--- src/rtl/nor_seq_pkg.sv ---
package nor_seq_pkg;

    typedef enum logic [2:0] {
        OP_RESET      = 3'd0,
        OP_CHIP_ERASE = 3'd1,
        OP_SECT_ERASE = 3'd2,
        OP_BYP_ENTER  = 3'd3,
        OP_BYP_EXIT   = 3'd4,
        OP_PROGRAM    = 3'd5,
        OP_READ_ID    = 3'd6,
        OP_NONE       = 3'd7
    } op_e;

    typedef enum logic [2:0] {
        ST_IDLE,
        ST_CMD,
        ST_POLL,
        ST_RD0,
        ST_RD1,
        ST_FIN
    } state_e;

    // Byte offsets of the two unlock locations (word offsets 555 and 2AA shifted by one)
    localparam logic [11:0] UNLOCK_A   = 12'hAAA;
    localparam logic [11:0] UNLOCK_B   = 12'h554;
    localparam logic [11:0] ID_DEV_OFS = 12'h200;
    localparam int          STAT_BIT   = 7;

    // Word base of a sector: a small boot region followed by uniform 0x8000 sectors
    function automatic logic [31:0] sect_word_base(input logic [7:0] idx);
        case (idx)
            8'd0:    return 32'h0_0000;
            8'd1:    return 32'h0_2000;
            8'd2:    return 32'h0_3000;
            8'd3:    return 32'h0_4000;
            8'd4:    return 32'h0_8000;
            default: return (32'(idx) - 32'd3) << 15;
        endcase
    endfunction

endpackage

--- src/rtl/nor_sector_map.sv ---
module nor_sector_map
    import nor_seq_pkg::*;
#(
    parameter int OFS_W    = 20,
    parameter int SECT_W   = 5,
    parameter int NUM_SECT = 19
) (
    input  logic [SECT_W-1:0] idx,
    output logic [OFS_W-1:0]  base_ofs,
    output logic              valid
);

    logic [OFS_W-1:0] tbl [NUM_SECT];

    for (genvar g = 0; g < NUM_SECT; g++) begin : g_tbl
        assign tbl[g] = OFS_W'(sect_word_base(8'(g)) << 1);
    end

    assign valid = 32'(idx) < NUM_SECT;

    always_comb begin
        base_ofs = '0;
        for (int i = 0; i < NUM_SECT; i++) begin
            if (32'(idx) == i) base_ofs = tbl[i];
        end
    end

endmodule

--- src/rtl/nor_step_gen.sv ---
module nor_step_gen
    import nor_seq_pkg::*;
#(
    parameter int OFS_W = 20,
    parameter int DW    = 16
) (
    input  op_e              op,
    input  logic [2:0]       step,
    input  logic [OFS_W-1:0] tgt,
    input  logic [DW-1:0]    wdata,
    output logic [OFS_W-1:0] ofs,
    output logic [DW-1:0]    data,
    output logic             last
);

    localparam logic [OFS_W-1:0] UA = OFS_W'(UNLOCK_A);
    localparam logic [OFS_W-1:0] UB = OFS_W'(UNLOCK_B);

    always_comb begin
        ofs  = UA;
        data = '0;
        last = 1'b0;
        case (op)
            OP_CHIP_ERASE, OP_SECT_ERASE: begin
                case (step)
                    3'd0: data = DW'(8'hAA);
                    3'd1: begin ofs = UB; data = DW'(8'h55); end
                    3'd2: data = DW'(8'h80);
                    3'd3: data = DW'(8'hAA);
                    3'd4: begin ofs = UB; data = DW'(8'h55); end
                    default: begin
                        last = 1'b1;
                        if (op == OP_SECT_ERASE) begin
                            ofs  = tgt;
                            data = DW'(8'h30);
                        end else begin
                            data = DW'(8'h10);
                        end
                    end
                endcase
            end
            OP_BYP_ENTER, OP_READ_ID: begin
                case (step)
                    3'd0: data = DW'(8'hAA);
                    3'd1: begin ofs = UB; data = DW'(8'h55); end
                    default: begin
                        last = 1'b1;
                        data = (op == OP_READ_ID) ? DW'(8'h90) : DW'(8'h20);
                    end
                endcase
            end
            OP_BYP_EXIT: begin
                ofs  = '0;
                last = (step != 3'd0);
                data = (step == 3'd0) ? DW'(8'h90) : '0;
            end
            OP_PROGRAM: begin
                ofs  = tgt;
                last = (step != 3'd0);
                data = (step == 3'd0) ? DW'(8'hA0) : wdata;
            end
            OP_RESET: begin
                ofs  = '0;
                data = DW'(8'hF0);
                last = 1'b1;
            end
            default: begin
                ofs  = '0;
                last = 1'b1;
            end
        endcase
    end

endmodule

--- src/rtl/nor_poll_eval.sv ---
module nor_poll_eval
    import nor_seq_pkg::*;
#(
    parameter int DW = 16
) (
    input  logic          is_prog,
    input  logic [DW-1:0] rdata,
    input  logic [DW-1:0] expect_w,
    output logic          complete,
    output logic          mismatch
);

    always_comb begin
        if (is_prog) begin
            complete = (rdata[STAT_BIT] == expect_w[STAT_BIT]);
            mismatch = (rdata != expect_w);
        end else begin
            complete = rdata[STAT_BIT];
            mismatch = 1'b0;
        end
    end

endmodule

--- src/rtl/nor_cmd_seq.sv ---
module nor_cmd_seq
    import nor_seq_pkg::*;
#(
    parameter int OFS_W    = 20,
    parameter int DW       = 16,
    parameter int SECT_W   = 5,
    parameter int NUM_SECT = 19
) (
    input  logic              clk,
    input  logic              rst,
    input  logic              req_valid,
    input  logic [2:0]        req_op,
    input  logic [1:0]        req_bank,
    input  logic [SECT_W-1:0] req_sector,
    input  logic [OFS_W-2:0]  req_waddr,
    input  logic [DW-1:0]     req_data,
    output logic              busy,
    output logic              done,
    output logic              error,
    output logic [2*DW-1:0]   rd_data,
    output logic [OFS_W:0]    bus_addr,
    output logic [DW-1:0]     bus_wdata,
    input  logic [DW-1:0]     bus_rdata,
    output logic              bus_we,
    output logic              bus_re
);

    state_e           state_q;
    op_e              op_q;
    logic             bank_hi_q;
    logic [OFS_W-1:0] tgt_q;
    logic [DW-1:0]    data_q;
    logic [2:0]       step_q;
    logic             err_q;
    logic [2*DW-1:0]  rd_q;

    op_e              req_op_e;
    logic [OFS_W-1:0] sect_base;
    logic             sect_ok;
    logic             bank_ok;
    logic             reject;
    logic             skip;
    logic [OFS_W-1:0] step_ofs;
    logic [DW-1:0]    step_data;
    logic             step_last;
    logic             poll_done;
    logic             poll_bad;

    assign req_op_e = op_e'(req_op);
    assign bank_ok  = (req_bank == 2'd0) || (req_bank == 2'd2);
    assign reject   = !bank_ok || (req_op_e == OP_NONE) ||
                      ((req_op_e == OP_SECT_ERASE) && !sect_ok);
    assign skip     = (req_op_e == OP_PROGRAM) && (req_data == {DW{1'b1}});

    nor_sector_map #(.OFS_W(OFS_W), .SECT_W(SECT_W), .NUM_SECT(NUM_SECT)) u_map (
        .idx      (req_sector),
        .base_ofs (sect_base),
        .valid    (sect_ok)
    );

    nor_step_gen #(.OFS_W(OFS_W), .DW(DW)) u_steps (
        .op    (op_q),
        .step  (step_q),
        .tgt   (tgt_q),
        .wdata (data_q),
        .ofs   (step_ofs),
        .data  (step_data),
        .last  (step_last)
    );

    nor_poll_eval #(.DW(DW)) u_poll (
        .is_prog  (op_q == OP_PROGRAM),
        .rdata    (bus_rdata),
        .expect_w (data_q),
        .complete (poll_done),
        .mismatch (poll_bad)
    );

    always_ff @(posedge clk) begin
        if (rst) begin
            state_q   <= ST_IDLE;
            op_q      <= OP_NONE;
            bank_hi_q <= 1'b0;
            tgt_q     <= '0;
            data_q    <= '0;
            step_q    <= '0;
            err_q     <= 1'b0;
            rd_q      <= '0;
        end else begin
            case (state_q)
                ST_IDLE: if (req_valid) begin
                    op_q      <= req_op_e;
                    bank_hi_q <= req_bank[1];
                    data_q    <= req_data;
                    step_q    <= '0;
                    rd_q      <= '0;
                    err_q     <= reject;
                    if (req_op_e == OP_SECT_ERASE)   tgt_q <= sect_base;
                    else if (req_op_e == OP_PROGRAM) tgt_q <= {req_waddr, 1'b0};
                    else                             tgt_q <= '0;
                    state_q   <= (reject || skip) ? ST_FIN : ST_CMD;
                end
                ST_CMD: begin
                    step_q <= step_q + 3'd1;
                    if (step_last) begin
                        if (op_q == OP_CHIP_ERASE || op_q == OP_PROGRAM) state_q <= ST_POLL;
                        else if (op_q == OP_READ_ID)                     state_q <= ST_RD0;
                        else                                             state_q <= ST_FIN;
                    end
                end
                ST_POLL: if (poll_done) begin
                    rd_q    <= {{DW{1'b0}}, bus_rdata};
                    err_q   <= poll_bad;
                    state_q <= ST_FIN;
                end
                ST_RD0: begin
                    rd_q[DW-1:0] <= bus_rdata;
                    state_q      <= ST_RD1;
                end
                ST_RD1: begin
                    rd_q[2*DW-1:DW] <= bus_rdata;
                    state_q         <= ST_FIN;
                end
                default: state_q <= ST_IDLE;
            endcase
        end
    end

    always_comb begin
        bus_we    = 1'b0;
        bus_re    = 1'b0;
        bus_wdata = '0;
        bus_addr  = {bank_hi_q, {OFS_W{1'b0}}};
        case (state_q)
            ST_CMD: begin
                bus_we    = 1'b1;
                bus_wdata = step_data;
                bus_addr  = {bank_hi_q, step_ofs};
            end
            ST_POLL: begin
                bus_re   = 1'b1;
                bus_addr = {bank_hi_q, tgt_q};
            end
            ST_RD0: bus_re = 1'b1;
            ST_RD1: begin
                bus_re   = 1'b1;
                bus_addr = {bank_hi_q, OFS_W'(ID_DEV_OFS)};
            end
            default: ;
        endcase
    end

    assign busy    = (state_q != ST_IDLE);
    assign done    = (state_q == ST_FIN);
    assign error   = err_q;
    assign rd_data = rd_q;


    rw_excl_chk: assert property (@(posedge clk) disable iff (rst) !(bus_we && bus_re));


    word_align_chk: assert property (@(posedge clk) disable iff (rst)
        (bus_we || bus_re) |-> !bus_addr[0]);


    done_pulse_chk: assert property (@(posedge clk) disable iff (rst) done |=> !done);


    accept_chk: assert property (@(posedge clk) disable iff (rst)
        (req_valid && !busy) |=> busy);


    bad_bank_chk: assert property (@(posedge clk) disable iff (rst)
        (req_valid && !busy && req_bank[0]) |=> (done && error && !bus_we && !bus_re));


    skip_chk: assert property (@(posedge clk) disable iff (rst)
        (req_valid && !busy && !req_bank[0] && req_op == 3'd5 && req_data == {DW{1'b1}})
        |=> (done && !error));

endmodule

--- config.mk ---
export PLATFORM = sky130hd
export DESIGN_NAME = nor_cmd_seq
export DESIGN_NICKNAME = d
export VERILOG_FILES = /design/src/rtl/nor_seq_pkg.sv /design/src/rtl/nor_sector_map.sv /design/src/rtl/nor_step_gen.sv /design/src/rtl/nor_poll_eval.sv /design/src/rtl/nor_cmd_seq.sv
export SDC_FILE = /design/constraint.sdc
export NUM_CORES = 1
export LEC_CHECK = 0
export BUFFER_PORTS_ARGS = -buffer_cell sky130_fd_sc_hd__buf_2
export CAP_MARGIN = 10
export CORE_ASPECT_RATIO = 0.6
export CORE_MARGIN = 2
export CORE_UTILIZATION = 25
export DETAILED_ROUTE_END_ITERATION = 10
export SETUP_SLACK_MARGIN = 0.2
export SYNTH_ARGS = -nofsm -noshare
export SYNTH_HDL_FRONTEND = slang
export SYNTH_SLANG_ARGS = --single-unit
--- constraint.sdc ---
create_clock -name clk -period 3.6 [get_ports clk]
set_input_delay 0.18 -clock clk [delete_from_list [all_inputs] [get_ports clk]]
set_output_delay 0.18 -clock clk [all_outputs]
set_load 0.02 [all_outputs]
* Word-level counts from Yosys, hierarchy flattened
Index checks and enable logic that the tools add are counted.
W data, S select, Z words.
** Storage, ports and cells
- Register bits :: 79
** Operators by class
- Reductions and logical operators :: 34
- Equal/unequal tests :: 43
- $lt $le $gt $ge :: 1
- Multiplexer cells :: 56
- Add/subtract/negate cells :: 1
** Operators with widths (count)
- $mux W20 :: 11
- $pmux W16 S3 :: 3
- $pmux W20 S3 :: 2
- $pmux W16 S5 :: 1
- $mux W19 :: 4
- $mux W32 :: 2
- $mux W16 :: 3
- $eq A5 B4 Y1 const B :: 8
- $pmux W20 S2 :: 1
- $mux W18 :: 2
- $pmux W16 S2 :: 1
- $mux W15 :: 2
- $eq A3 B3 Y1 const B :: 8
- $eq A3 B2 Y1 const B :: 7
- $mux W3 :: 7
- $eq A5 B3 Y1 const B :: 4
- $mux W17 :: 1
- $eq A16 B16 Y1 const B :: 1
- $mux W8 :: 2
- $ne A16 B16 Y1 :: 1
- $eq A5 B5 Y1 const B :: 3
- $pmux W3 S5 :: 1
- $mux W12 :: 1
- $reduce_and A3 Y1 :: 4
- other kinds (24) :: 55

* Longest topological paths before layout
Gate-level depths: netlist of run 1.
- Depth after elaboration :: 20
- Mapped depth :: 9
- Mapped depth without buffers :: 7

* Cells and area by module
From an unflattened synthesis of run 1, not the netlist that was laid out.
** Unflattened totals
- Cells, all modules :: 578
- Area total of the unflattened synthesis :: 4809.6 um2
** Modules (own cells, without submodules)
- nor_cmd_seq :: area an instance 3535.9 um2, sequential area each 1581.5 um2, times used 1, cells each 410
- nor_step_gen :: area an instance 839.6 um2, sequential area each 0.0 um2, times used 1, cells each 112
- nor_sector_map :: area an instance 242.7 um2, sequential area each 0.0 um2, times used 1, cells each 33
- nor_poll_eval :: area an instance 191.4 um2, sequential area each 0.0 um2, times used 1, cells each 23

* Least setup slack after synthesis of run 1
No wires, ideal clock.
- Kind :: reg2out
- Start point :: register step_q[1]
- End point :: output port bus_addr[9]
- Cell stages (with the launch flop) :: 8
- Data required time :: 3420 ps
- Arrival time :: 2232 ps
- Path slack :: 1188 ps
- Path through :: dfxtp_1 > clkbuf_1 > inv_1 > ha_1 > or4b_1 > a21o_1 > o21a_1 > a311o_1
** Between the ends
- Word-level cells in the longest chain between the ends :: 5
** RTL lines
- start: declaration :: line nor_cmd_seq.sv:33 : logic [2:0] step_q;
- start signal: assignment :: line nor_cmd_seq.sv:104 : step_q <= step_q + 3'd1;
- $eq A3 B2 Y1, or another cell as far along :: line nor_step_gen.sv:25 : case (step)
- $reduce_or A3 Y1 (no line) / $reduce_or A2 Y1 (equally long branches)
- $pmux W20 S2 :: line nor_step_gen.sv:25
- $pmux W20 S3 (*) :: line nor_step_gen.sv:23 : case (op)
- $pmux W20 S3 (*) :: line nor_cmd_seq.sv:134 : case (state_q)
- end: declaration :: line nor_cmd_seq.sv:21 : output logic [OFS_W:0] bus_addr,
Every way passes the cells marked *; elsewhere a longest branch is shown, timed or not.

* Worst setup path in the final report of run 1
- Start point :: register step_q[1]
- End point :: output port bus_addr[19]
** Between the ends
- Word-level cells in the longest chain between the ends :: 5
** RTL lines (line)
- $eq A3 B2 Y1, or another cell as far along :: nor_step_gen.sv:25
- $reduce_or A3 Y1 (no line) / $reduce_or A2 Y1 (equally long branches)
- $pmux W20 S2 (*) :: nor_step_gen.sv:25
- $pmux W20 S3 (*) :: nor_step_gen.sv:23
- $pmux W20 S3 (*) :: nor_cmd_seq.sv:134
Marks and branches as above.

==> flow_summary.yaml, run 1 <==
critical_path:
  arrival_ns: 2.81
  critPathRequiredTime_ns: 3.42
  reg2reg_slack_ns: 1.35
  crit_path_end_kind: "output port"
  critPathKind: "reg2out"
  cp_max_fo: 12
  startpoint_type: "flop"
floorplanning:
  floorplan.die_area_mm2: 0.01775
  die_h_um: 104
  ioPinCount: 138
  initial_core_util_pct: 25.62
  core_area_mm2: 0.01626
  die_w_um: 170.7
  row_count: 36
clocking:
  clock_latency_ns: 0.34
  cts_made_buffers: 9
  hold_buffers: 0
  clk_path_buf_depth: 2
  post_cts_buffers: 0
  path_clk_slew_ns: 0.06
  cts.repair.resized: 0
  htreeDepth: 3
  root_buffer: "clkbuf_16"
  clkSinkCount: 78
  tritoncts: "built"
sta:
  finalClockSkew_ns: 0.008105
  period_share_pct: 83.08
  finalHoldViolCount: 0
  drv_slew: 0
  fmax_mhz: 334.3
  tightest_slew_ns: 1.016
  min_period_ns: 2.991
  slew_headroom_pct: 32.23
  rsz0062_at_grt: "no"
  setup_tns_ns: 0
  finalSetupViolations: 0
  setup_ws_ns: 0.6090
power:
  p_leak_nw: 2.298
  ir_worst_vdd_uv: 287.2
  power_density_mw_per_mm2: 593.4
detailed_routing:
  wl_mm: 14.04
  wl_met1_mm: 7.569
  vias_per_cell: 4.783
  ant_nets: 0
  drtIter0Drc: 345
  first_pass_iters: 5
  drc: 0
  dr_wl_met2_mm: 5.293
  wl_per_cell_um: 16.33
  vias: 4113
  dr_wl_met3_mm: 1.057
  maxUsedRoutingLayer: "met5"
synth:
  syn-num-nets: 577
  synth_mux_area_share_pct: 0.2402
  synth_fa_ha_area_share_pct: 1.502
  yosys.cell_types.count: 69
  synth-edff-count: 0
  synth_top_area_share_pct: 37.48
  synth-simple-area-share_pct: 24.32
  yosysSeqAreaShare_pct: 37.48
  syn_inst: 508
  synth_area_leader_cell: "dfxtp_1"
  synth_ff_type: "dfxtp_1"
  synth.most_common_cell: "dfxtp_1"
  synthTopCellsByCount: "dfxtp_1 (78), nand2_1 (75), a21oi_1 (45), a22o_1 (32), nor2_1 (30)"
  synth.area.top_cells: "dfxtp_1 (37%), nand2_1 (6.8%), a22o_1 (6.7%)"
  ys_async_sr_fraction_pct: 0
  syn-cell-area_mm2: 0.004166
  synth_compound_area_share_pct: 26.58
  synth.yosys.warnings: 0
  synth_area_per_cell_um2: 8.202
  synthXorXnorAreaFrac_pct: 4.655
  synth_top_family_by_area: "compound AO/OA/AOI/OAI gates"
  synth-seq-cells: 78
cells_and_area:
  layout-drive-gt1-share_pct: 28.80
  stdcell_count: 860
  synthToLayoutAreaGrowth_pct: 27.54
  num_antenna_cells: 0
  fin_util_pct: 32.68
  finalNetCount: 696
place:
  dp.final_hpwl_mm: 10.44
  gp_congestion: 0.9266
  port_buffers: 136
  dp_slack_ns: 0.9261
  dp_cells: 844
global_route:
  track_usage_pct: 15.78
  antenna_found_initial: 1
  grt_pass1_vias: 3698
  grt_first_pass_wirelength_mm: 21.69
  grt_max_degree: 48
  gr-total-overflow: 0
flow_run:
  drv_cap: 0
run_status:
  status: "completed"
worst_hold_path:
  min_path_type: "in2reg"
metrics by stage:
stage / hold slack, ns / instance area (um^2) / power [mW]
3_3_place_gp: 0.4256 / 5021 / 2.271
6_report: 0.08020 / 5314 / 3.153
2_1_floorplan: 0.3031 / 4167 / 1.914
3_5_place_dp: 0.4323 / 5021 / 2.270
4_1_cts: 0.06450 / 5314 / 3.181
5_1_grt: 0.07195 / 5314 / 3.352
worst max-delay path, cell delays in order (launching register included):
cell and delay, ns:
dfxtp_1 0.53, inv_1 0.11, ha_1 0.30, o21ba_2 0.27
nor4_1 0.27, a32oi_1 0.16, o21ai_1 0.46, and2_1 0.21
buf_2 0.16
area by class of cell:
type                    instances  area (um^2)
flip-flops and latches         78         1562
repair buffers                145        748.2
fillers                      1726        10950
well taps                     228        285.3
inverters                       8        30.03
multi-input cells             385         2396
clock inverters                 5        40.04
clock buffers                  11        252.7
kinds of logic (layout without fill, tap and decap cells):
logic type / after synthesis / after routing
and+or+nand+nor: 205 / 205
AOI/OAI and AO/OA: 153 / 153
DFF: 78 / 78
buffers and inverters: 45 / 169
xor gates and xnor gates: 20 / 20
adders and majority gates: 5 / 5
other: 1 / 1
muxes: 1 / 1
cell usage in the layout, fill, tap and decap left out, types with 3 or more instances in the layout:
cell and count:
buf_2 136, xor2_1 3, a21oi_1 45, nand3b_1 3, a22o_1 32, o21ai_1 5, a211oi_1 4, a21o_1 12
ha_1 5, nand3_1 23, xnor2_1 16, nor3_1 11, o21ai_0 15, and2_1 18, nand2_1 75, a31oi_1 6
nor2_1 30, nand4_1 10, dfxtp_1 78, clkbuf_16 9, inv_1 6, or3_1 3, nand2b_1 9, nor2b_1 6
o31ai_1 3, a221oi_1 4, buf_4 9
final timing paths:
path                            cells past startpoint      endpoint        start
worst min register to register                      2     tgt_q[11]    tgt_q[11]
worst max register to register                      7    state_q[0]    step_q[1]
worst max-delay path                                8  bus_addr[19]    step_q[1]
worst min-delay path                                3     bank_hi_q  req_bank[1]
layer usage:
metal  vias to the layer above  track usage [%]
li1                       2059                -
met1                      1891            25.12
met2                       151            19.84
met3                        10            5.137
met4                         2            3.175
met5                         -                0
state kept, by name, indices dropped and copies added (netlist names):
| signal | cells |
|---|---|
| rd_data | 32 |
| tgt_q | 19 |
| data_q | 16 |
| op_q | 3 |
| state_q | 3 |
| step_q | 3 |
| bank_hi_q | 1 |
| error | 1 |
power by group:
group | internal (mW) | switching, mW
clock | 0.511 | 0.384
combinational | 0.413 | 0.744
sequential | 0.976 | 0.125
total | 1.90 | 1.25
No activity file was read; power rests on OpenSTA's default activity.
==> inputs of run 2 (changes only) <==
- clock period: 3.6 -> 2.8 ns (I/O delays scaled with it)
==> run 2 against run 1 <==
Net effect:
- flip-flop and latch count unchanged
- worst hold slack worse by 0.046 ns
- critical endpoint is now bus_addr[9]
- routed wire length up 0.43%
- first-iteration DRC count down 13%
- sequential share of layout area down 0.72 points
- clock power up 54%
- clock-buffer cell count down 2
- register-to-register slack worse by 0.75 ns
- sequential power up 30%
- via count up 1.4%
- largest power group unchanged
==> flow_summary.yaml, run 2 (synthesis gave the netlist of run 1 again) <==
global_route:
  gr-total-overflow: 0
  track_usage_pct: 15.70
  grt_max_degree: 48
  antenna_found_initial: 0
  grt_first_pass_wirelength_mm: 21.67
  grt_pass1_vias: 3717
sta:
  drv_slew: 0
  setup_tns_ns: 0
  setup_ws_ns: 0.2771
  period_share_pct: 90.10
  slew_headroom_pct: 32.41
  fmax_mhz: 396.4
  finalSetupViolations: 0
  min_period_ns: 2.523
  finalClockSkew_ns: 0.005092
  rsz0062_at_grt: "no"
  tightest_slew_ns: 1.014
  finalHoldViolCount: 0
detailed_routing:
  ant_nets: 0
  drc: 0
  wl_per_cell_um: 16.25
  vias: 4170
  drtIter0Drc: 301
  vias_per_cell: 4.804
  wl_mm: 14.10
  first_pass_iters: 5
clocking:
  hold_buffers: 0
  tritoncts: "built"
  clkSinkCount: 78
  clock_latency_ns: 0.34
  root_buffer: "clkbuf_16"
  path_clk_slew_ns: 0.06
  clk_path_buf_depth: 2
  cts_made_buffers: 9
  htreeDepth: 3
cells_and_area:
  layout_common_cells: "buf_2 (136), nand2_1 (75), dfxtp_1 (74)"
  final_common_cell: "buf_2"
  num_antenna_cells: 0
  stdcell_count: 868
  finalNetCount: 704
  largest_reg_flops: 32
  layout-drive-gt1-share_pct: 31.41
  synthToLayoutAreaGrowth_pct: 31.56
floorplanning:
  floorplan.die_area_mm2: 0.01775
  ioPinCount: 138
  die_h_um: 104
  row_count: 36
  core_area_mm2: 0.01626
  initial_core_util_pct: 25.62
  die_w_um: 170.7
critical_path:
  arrival_ns: 2.38
  reg2reg_slack_ns: 0.60
  ff2ff_path_depth: 5
  slowest_stage: "or4b_1"
  cp_max_fo: 9
  crit_path_end_kind: "output port"
  rr_startpoint: "op_q[0]"
  worstReg2RegEnd: "rd_data[8]"
  worstSetupStartpoint: "step_q[1]"
  cpPeakStageDelay_ns: 0.50
  path_cells: "inv_2, ha_4, or4b_1, a21o_1, nand3b_1, a31oi_4, a311o_1, buf_2"
  critPathKind: "reg2out"
  startpoint_type: "flop"
  critPathRequiredTime_ns: 2.66
place:
  dp.final_hpwl_mm: 10.47
  dp_cells: 847
  dp_slack_ns: 0.2940
  port_buffers: 136
  gp_congestion: 0.8258
power:
  combPwrFrac_pct: 35.4
  netSwitchingFraction_pct: 37.63
  p_int_mw: 2.708
  p_leak_nw: 2.364
  pwr-share-seq_pct: 32.9
  power_density_mw_per_mm2: 792.2
  p_sw_mw: 1.634
  ir_worst_vdd_uv: 339.5
  power.total_mw: 4.343
  clockPowerShare_pct: 31.7
run_status:
  status: "completed"
worst_hold_path:
  min_path_type: "in2reg"
  hold_end: "bank_hi_q"
  hold_path_depth: 3
  hp-start: "req_bank[1]"
flow_run:
  drv_cap: 0
-- run 2: worst max-delay path, delay by kind of cell (launching register included) --
family                   cells  cell delay (ns)
flip-flops                   1             0.39
AO/OA/AOI/OAI                3             0.61
AND/OR/NAND/NOR              2             0.63
adder cells (fa/ha/maj)      1             0.19
buffers and inverters        2             0.24
-- run 2: cell type report --
| cell class | instances | area (um^2) |
|---|---|---|
| repair buffers | 153 | 808.3 |
| inverters | 8 | 30.03 |
| flip-flops and latches | 78 | 1572 |
| multi-input cells | 385 | 2441 |
| clock inverters | 7 | 120.1 |
| clock buffers | 9 | 225.2 |
| fillers | 1751 | 10780 |
| well taps | 228 | 285.3 |
-- run 2: stage by stage --
step / hold WS, ns / instance area [um^2] / util, %
2_1_floorplan: 0.2631 / 4167 / -
3_3_place_gp: 0.3848 / 5044 / 31.02
3_5_place_dp: 0.3916 / 5044 / 31.02
4_1_cts: 0.02464 / 5403 / 33.23
5_1_grt: 0.03409 / 5482 / 33.71
6_report: 0.03413 / 5482 / 33.71
-- run 2: worst max-delay path by stage --
stage / to / slack [ns] / cells after the start
after floorplan: bus_addr[9] / 0.43 / 7
after global placement: bus_addr[9] / 0.36 / 8
after detailed placement: bus_addr[9] / 0.29 / 8
after CTS: bus_addr[9] / 0.17 / 8
after global routing: bus_addr[9] / 0.19 / 8
final: bus_addr[9] / 0.28 / 8
-- run 2: power by group through the flow --
stage | sequential (mW) | clock [mW] | combinational [mW]
after global placement | 1.45 | 0 | 1.48
after floorplan | 1.42 | 0 | 1.04
after global routing | 1.45 | 1.45 | 1.70
after CTS | 1.43 | 1.41 | 1.49
final | 1.43 | 1.38 | 1.54
after detailed placement | 1.44 | 0 | 1.48
-- run 2: per-layer routing --
layer  vias up  track usage [%]  wire length (um)
met2       163            19.49              5237
li1       2074                -                 -
met1      1918            25.54              7658
met3        15            3.843              1032
met4         0            4.274               173
met5         -                0                 0
-- run 2: repair_timing --
item,CTS,global route
endpoints found under the hold margin,0,0
setup endpoints to repair,23,22
resized for setup,7,9
pin swaps,0,1
buffers inserted,0,5
